<file path="src/rtl/pstat_pkg.sv">
package pstat_pkg;

  localparam int VM_LO = 24;
  localparam int VM_W  = 5;
  localparam int FS_LO = 13;
  localparam int XS_LO = 15;

  localparam logic [VM_W-1:0] VM_BARE  = 5'd0;
  localparam logic [VM_W-1:0] VM_PAGED = 5'd8;

  localparam logic [31:0] B_SIE  = 32'h0000_0002;
  localparam logic [31:0] B_MIE  = 32'h0000_0008;
  localparam logic [31:0] B_SPIE = 32'h0000_0020;
  localparam logic [31:0] B_MPIE = 32'h0000_0080;
  localparam logic [31:0] B_SPP  = 32'h0000_0100;
  localparam logic [31:0] F_MPP  = 32'h0000_1800;
  localparam logic [31:0] F_FS   = 32'h0000_6000;
  localparam logic [31:0] F_XS   = 32'h0001_8000;
  localparam logic [31:0] B_MPRV = 32'h0002_0000;
  localparam logic [31:0] B_PUM  = 32'h0004_0000;
  localparam logic [31:0] F_VM   = 32'h1F00_0000;

  localparam logic [31:0] MACH_WMASK_BASE =
    B_SIE | B_MIE | B_SPIE | B_MPIE | B_SPP | F_FS | B_MPRV | B_PUM;
  localparam logic [31:0] SUP_MASK =
    B_SIE | B_SPIE | B_SPP | F_FS | F_XS | B_PUM;
  localparam logic [31:0] XLATE_MASK = F_VM | F_MPP | B_MPRV | B_PUM;

  function automatic logic vm_supported(input logic [VM_W-1:0] code);
    return (code == VM_BARE) || (code == VM_PAGED);
  endfunction

endpackage

</file>
<file path="src/rtl/pstat_write_path.sv">
module pstat_write_path #(
  parameter int XLEN        = 32,
  parameter bit EXT_PRESENT = 1'b1
) (
  input  logic [XLEN-1:0] cur,
  input  logic [XLEN-1:0] wr_data,
  input  logic            wr_sup,
  output logic [XLEN-1:0] nxt
);
  import pstat_pkg::*;

  localparam logic [XLEN-1:0] SMASK = XLEN'(SUP_MASK);
  localparam int              VM_HI = VM_LO + VM_W - 1;

  logic [XLEN-1:0] wmask;
  logic [XLEN-1:0] merged;
  logic [XLEN-1:0] masked;

  generate
    if (EXT_PRESENT) begin : g_ext
      assign wmask = XLEN'(MACH_WMASK_BASE | F_XS);
    end else begin : g_noext
      assign wmask = XLEN'(MACH_WMASK_BASE);
    end
  endgenerate

  // Supervisor window merges into current contents, then follows machine rules
  assign merged = wr_sup ? ((cur & ~SMASK) | (wr_data & SMASK)) : wr_data;
  assign masked = (cur & ~wmask) | (merged & wmask);

  always_comb begin
    nxt = masked;
    if (vm_supported(merged[VM_HI:VM_LO]))
      nxt[VM_HI:VM_LO] = merged[VM_HI:VM_LO];
  end

endmodule

</file>
<file path="src/rtl/pstat_flush_detect.sv">
module pstat_flush_detect #(
  parameter int XLEN = 32
) (
  input  logic            wr_en,
  input  logic [XLEN-1:0] cur,
  input  logic [XLEN-1:0] nxt,
  output logic            flush_d
);
  import pstat_pkg::*;

  localparam logic [XLEN-1:0] XMASK = XLEN'(XLATE_MASK);

  assign flush_d = wr_en && (((cur ^ nxt) & XMASK) != '0);

endmodule

</file>
<file path="src/rtl/pstat_sup_view.sv">
module pstat_sup_view #(
  parameter int XLEN = 32
) (
  input  logic            clk,
  input  logic            rst,
  input  logic [XLEN-1:0] mstat,
  output logic [XLEN-1:0] sview
);
  import pstat_pkg::*;

  localparam logic [XLEN-1:0] SMASK = XLEN'(SUP_MASK);
  localparam logic [XLEN-1:0] SDBIT = {1'b1, {(XLEN-1){1'b0}}};

  logic dirty;

  assign dirty = (mstat[FS_LO+1:FS_LO] == 2'b11) ||
                 (mstat[XS_LO+1:XS_LO] == 2'b11);

  always_comb begin
    sview = mstat & SMASK;
    sview[XLEN-1] = dirty;
  end

  AST_SVIEW_ONLY_MASKED: assert property (@(posedge clk) disable iff (rst)
    ((sview & ~(SMASK | SDBIT)) == '0));

  AST_SVIEW_FIELDS_MATCH: assert property (@(posedge clk) disable iff (rst)
    ((sview & SMASK) == (mstat & SMASK)));

endmodule

</file>
<file path="src/rtl/priv_status_reg.sv">
module priv_status_reg #(
  parameter int XLEN        = 32,
  parameter bit EXT_PRESENT = 1'b1
) (
  input  logic            clk,
  input  logic            rst,
  input  logic            wr_en,
  input  logic            wr_sup,
  input  logic [XLEN-1:0] wr_data,
  output logic [XLEN-1:0] mstatus_rd,
  output logic [XLEN-1:0] sstatus_rd,
  output logic            flush_req
);
  import pstat_pkg::*;

  localparam logic [XLEN-1:0] XMASK = XLEN'(XLATE_MASK);
  localparam int              VM_HI = VM_LO + VM_W - 1;

  logic [XLEN-1:0] mstat_q;
  logic [XLEN-1:0] mstat_nxt;
  logic            flush_d;
  logic            flush_q;

  pstat_write_path #(.XLEN(XLEN), .EXT_PRESENT(EXT_PRESENT)) u_wpath (
    .cur     (mstat_q),
    .wr_data (wr_data),
    .wr_sup  (wr_sup),
    .nxt     (mstat_nxt)
  );

  pstat_flush_detect #(.XLEN(XLEN)) u_flush (
    .wr_en   (wr_en),
    .cur     (mstat_q),
    .nxt     (mstat_nxt),
    .flush_d (flush_d)
  );

  pstat_sup_view #(.XLEN(XLEN)) u_sview (
    .clk   (clk),
    .rst   (rst),
    .mstat (mstat_q),
    .sview (sstatus_rd)
  );

  always_ff @(posedge clk) begin
    if (rst) begin
      mstat_q <= '0;
      flush_q <= 1'b0;
    end else begin
      flush_q <= flush_d;
      if (wr_en)
        mstat_q <= mstat_nxt;
    end
  end

  assign mstatus_rd = mstat_q;
  assign flush_req  = flush_q;

  AST_VM_SUPPORTED: assert property (@(posedge clk) disable iff (rst)
    vm_supported(mstat_q[VM_HI:VM_LO]));

  AST_MPP_NEVER_WRITTEN: assert property (@(posedge clk) disable iff (rst)
    !$past(rst) |-> $stable(mstat_q[12:11]));

  AST_HOLD_WITHOUT_WRITE: assert property (@(posedge clk) disable iff (rst)
    (!$past(rst) && !$past(wr_en)) |-> $stable(mstat_q));

  AST_FLUSH_NEEDS_WRITE: assert property (@(posedge clk) disable iff (rst)
    (!$past(rst) && flush_req) |-> $past(wr_en));

  AST_FLUSH_ON_CHANGE: assert property (@(posedge clk) disable iff (rst)
    (!$past(rst) && (((mstat_q ^ $past(mstat_q)) & XMASK) != '0)) |-> flush_req);

  AST_FLUSH_ONLY_ON_CHANGE: assert property (@(posedge clk) disable iff (rst)
    (!$past(rst) && flush_req) |-> (((mstat_q ^ $past(mstat_q)) & XMASK) != '0));

endmodule

</file>
<file path="config.mk">
export PLATFORM = sky130hd
export DESIGN_NAME = priv_status_reg
export DESIGN_NICKNAME = d
export VERILOG_FILES = /design/src/rtl/pstat_pkg.sv /design/src/rtl/pstat_write_path.sv /design/src/rtl/pstat_flush_detect.sv /design/src/rtl/pstat_sup_view.sv /design/src/rtl/priv_status_reg.sv
export SDC_FILE = /design/constraint.sdc
export NUM_CORES = 1
export LEC_CHECK = 0
export CAP_MARGIN = 20
export CORE_ASPECT_RATIO = 1.4
export CORE_MARGIN = 2
export CORE_UTILIZATION = 32
export CTS_BUF_LIST = sky130_fd_sc_hd__clkbuf_4 sky130_fd_sc_hd__clkbuf_8 sky130_fd_sc_hd__clkbuf_16
export CTS_CLUSTER_DIAMETER = 150
export DETAILED_ROUTE_END_ITERATION = 7
export GPL_TIMING_DRIVEN = 0
export MAX_ROUTING_LAYER = met4
export PLACE_DENSITY = 0.89
export SETUP_SLACK_MARGIN = 0.3
export SLEW_MARGIN = 20
export SYNTH_ARGS = -nofsm -noshare
export SYNTH_HDL_FRONTEND = slang
export SYNTH_SLANG_ARGS = --single-unit
</file>
<file path="constraint.sdc">
create_clock -name clk -period 1.9 [get_ports clk]
set_input_delay 0.19 -clock clk [delete_from_list [all_inputs] [get_ports clk]]
set_output_delay 0.19 -clock clk [all_outputs]
set_load 0.005 [all_outputs]
</file>
==> flow_metrics.tcl <==
set metrics [dict create \
    syn_area_um2 1030 \
    syn_to_final_growth_pct 67.4 \
    grt-ovfl-total 0 \
    die_y_um 71.0 \
    drive_gt1_share_pct 29.8 \
    yosys-top-cells-count "buf_4, dfxtp_1, mux2i_1, nor2_1" \
    synth-edff-count 0 \
    synthFlopType "dfxtp_1" \
    crit_start "mstatus_rd[14]" \
    yosys_warnings 0 \
    p_leak_nw 0.883 \
    hold_path_class "reg -> reg" \
    antenna_found_initial 0 \
    timing.hold.ws_ns 0.482 \
    hold_start "mstatus_rd[28]" \
    worstPathArrival_ns 1.35 \
    wl_per_cell_um 8.84 \
    cts_buffers 3 \
    holdPathStages 1 \
    switching_share_pct 23.1 \
    fp-row-count 24 \
    grt_pass1_wl_um 3210 \
    dp.final_hpwl_um 1810 \
    cts.sinks 17 \
    io_pins 101 \
    clkLatencyLatePin_ns 0.24 \
    switching_power_mw 0.203 \
    gp_congestion 0.625 \
    pwr-share-clk_pct 29.4 \
    yosysSeqAreaShare_pct 33.2 \
    finClkSkew_ns 0.00121 \
    critical_path_required_ns 1.71 \
    r2r_start "mstatus_rd[24]" \
    cts-root-buf "clkbuf_8" \
    synthMuxAreaShare_pct 10.7 \
    outcome "finished, final reports clean" \
    r2r_cells 3 \
    num_vias 834 \
    max_freq_mhz 650 \
    avgSynthCellArea_um2 9.24 \
    setup_viol 0 \
    synth-xor-area-share_pct 2.56 \
    fin_crit_ns 1.54 \
    grt_pass1_vias 749 \
    synth_async_sr_flop_share_pct 0 \
    cts.clk_slew.worst_paths_ns 0.06 \
    synth-simple-area-share_pct 11.7 \
    cts_tree "yes" \
    nFillCells 277 \
    design.die.area_um2 3680 \
    min_to "mstatus_rd[28]" \
    syn_inst 111 \
    path_max_fanout 4 \
    power_frac_seq_pct 43.7 \
    rsz0062_at_grt "no" \
    fp.dieW_um 51.9 \
    cap_violations 0 \
    synth.most_common_cell "buf_4" \
    first_iter_violations 8 \
    avgViaCountPerCell 3.52 \
    portBuffers 45 \
    drc 0 \
    r2r_setup_slack_ns 0.69 \
    power.density_nw_per_um2 512 \
    synth_cell_types 22 \
    routed_wl_um 2090 \
    r2r_end "flush_req" \
    period_share_pct 81.0 \
    synth_top_area_share_pct 35.9 \
    insertedDiodeCount 0 \
    synth_fa_ha_area_share_pct 0 \
    power_frac_comb_pct 26.9 \
    htreeDepth 1 \
    synth-seq-cells 17 \
    synth_largest_area_cell "buf_4" \
    yosys-top-cells-area "buf_4, dfxtp_1, mux2i_1, nor2_1, xor2_1" \
    p_int_mw 0.676 \
    holdBufCountCts 0 \
    drtAntennaViolNets 0 \
    nets 235 \
    core_um2 3090 \
    critPathKind "reg -> out" \
    crit_path_end_kind "primary output" \
    start_util_pct 33.2 \
    drv_slew 0 \
    grt_usage_pct 11.3 \
    cts_buffer_depth 2 \
    drt_first_pass_iters 2 \
    crit_path_start_kind "register" \
    synth_compound_area_share_pct 4.39 \
    finalHoldViolCount 0 \
    grt_start_max_net_pins 11 \
    synth_top_family_by_area "buffers and inverters" \
    ir_drop_mv 0.441 \
    setup_tns_ns 0 \
]
cells by family (layout without fill, tap and decap cells):
family / Yosys count / after routing
buf+inv: 52 / 101
simple gates: 21 / 21
flops: 17 / 17
mux: 11 / 11
compound gates: 6 / 6
xor+xnor: 3 / 3
other cells: 1 / 39
routing by layer:
metal,GRT usage [%],routed length [um],up-vias
met2,22.1,1110,48
met1,11.0,780,339
met4,2.63,5,0
met3,2.11,200,2
li1,-,-,445
met5,-,0,-
cell type report:
class | count | area (um2) | area share [%]
timing repair buffer | 45 | 450 | 26.2
sequential | 17 | 344 | 20.0
clock inverter | 1 | 5.00 | 0.291
inverter | 1 | 3.75 | 0.218
clock buffer | 3 | 41.3 | 2.40
tap | 39 | 48.8 | 2.84
multi-input combinational | 80 | 448 | 26.1
buffer | 51 | 377 | 21.9
worst max-delay path, stage by stage (launching register included):
cell and delay [ns]:
dfxtp_2 0.33, a22o_1 0.22, buf_4 0.12, clkdlybuf4s50_1 0.43
state kept, by name, indices dropped and copies added (netlist names):
register / cells
mstatus_rd: 16
flush_req: 1
how the worst max path moves through the flow:
stage / slack (ns) / cells past startpoint / end
floorplan: 0.75 / 3 / flush_req
global placement: 0.43 / 4 / mstatus_rd[24]
detailed placement: 0.41 / 4 / mstatus_rd[24]
CTS: 0.34 / 3 / sstatus_rd[31]
global route: 0.31 / 3 / sstatus_rd[31]
finish: 0.36 / 3 / sstatus_rd[31]
cells in the final DEF, fill, tap and decap left out, types with 2 or more instances in the layout:
cell	count
a21oi_1	2
and2_1	3
buf_4	49
clkbuf_8	3
clkdlybuf4s50_1	45
conb_1	39
dfxtp_1	14
dfxtp_2	3
mux2i_1	11
nor2_1	11
xor2_1	3
what timing repair did:
action | 4_1_cts | 5_1_grt
resized for setup | 0 | 3
buffers inserted | 0 | 0
endpoints found under the setup margin | 0 | 1
power by group through the flow:
stage,Combinational (mW),Sequential (mW),Clock (mW)
2_1_floorplan,0.130,0.391,0
3_3_place_gp,0.231,0.391,0
3_5_place_dp,0.235,0.391,0
4_1_cts,0.235,0.383,0.270
5_1_grt,0.258,0.386,0.283
6_report,0.236,0.385,0.259
metrics by stage:
step	std cells	util (%)	power [mW]	instance area [um2]	setup slack, ns
3_3_place_gp	233	53.9	0.622	1670	0.429
3_5_place_dp	233	53.9	0.626	1670	0.413
6_report	237	55.5	0.880	1720	0.361
4_1_cts	237	55.4	0.889	1710	0.340
5_1_grt	237	55.5	0.927	1720	0.310
2_1_floorplan	149	-	0.522	1170	0.751
Note: power is estimated with default switching activity, not from simulation.
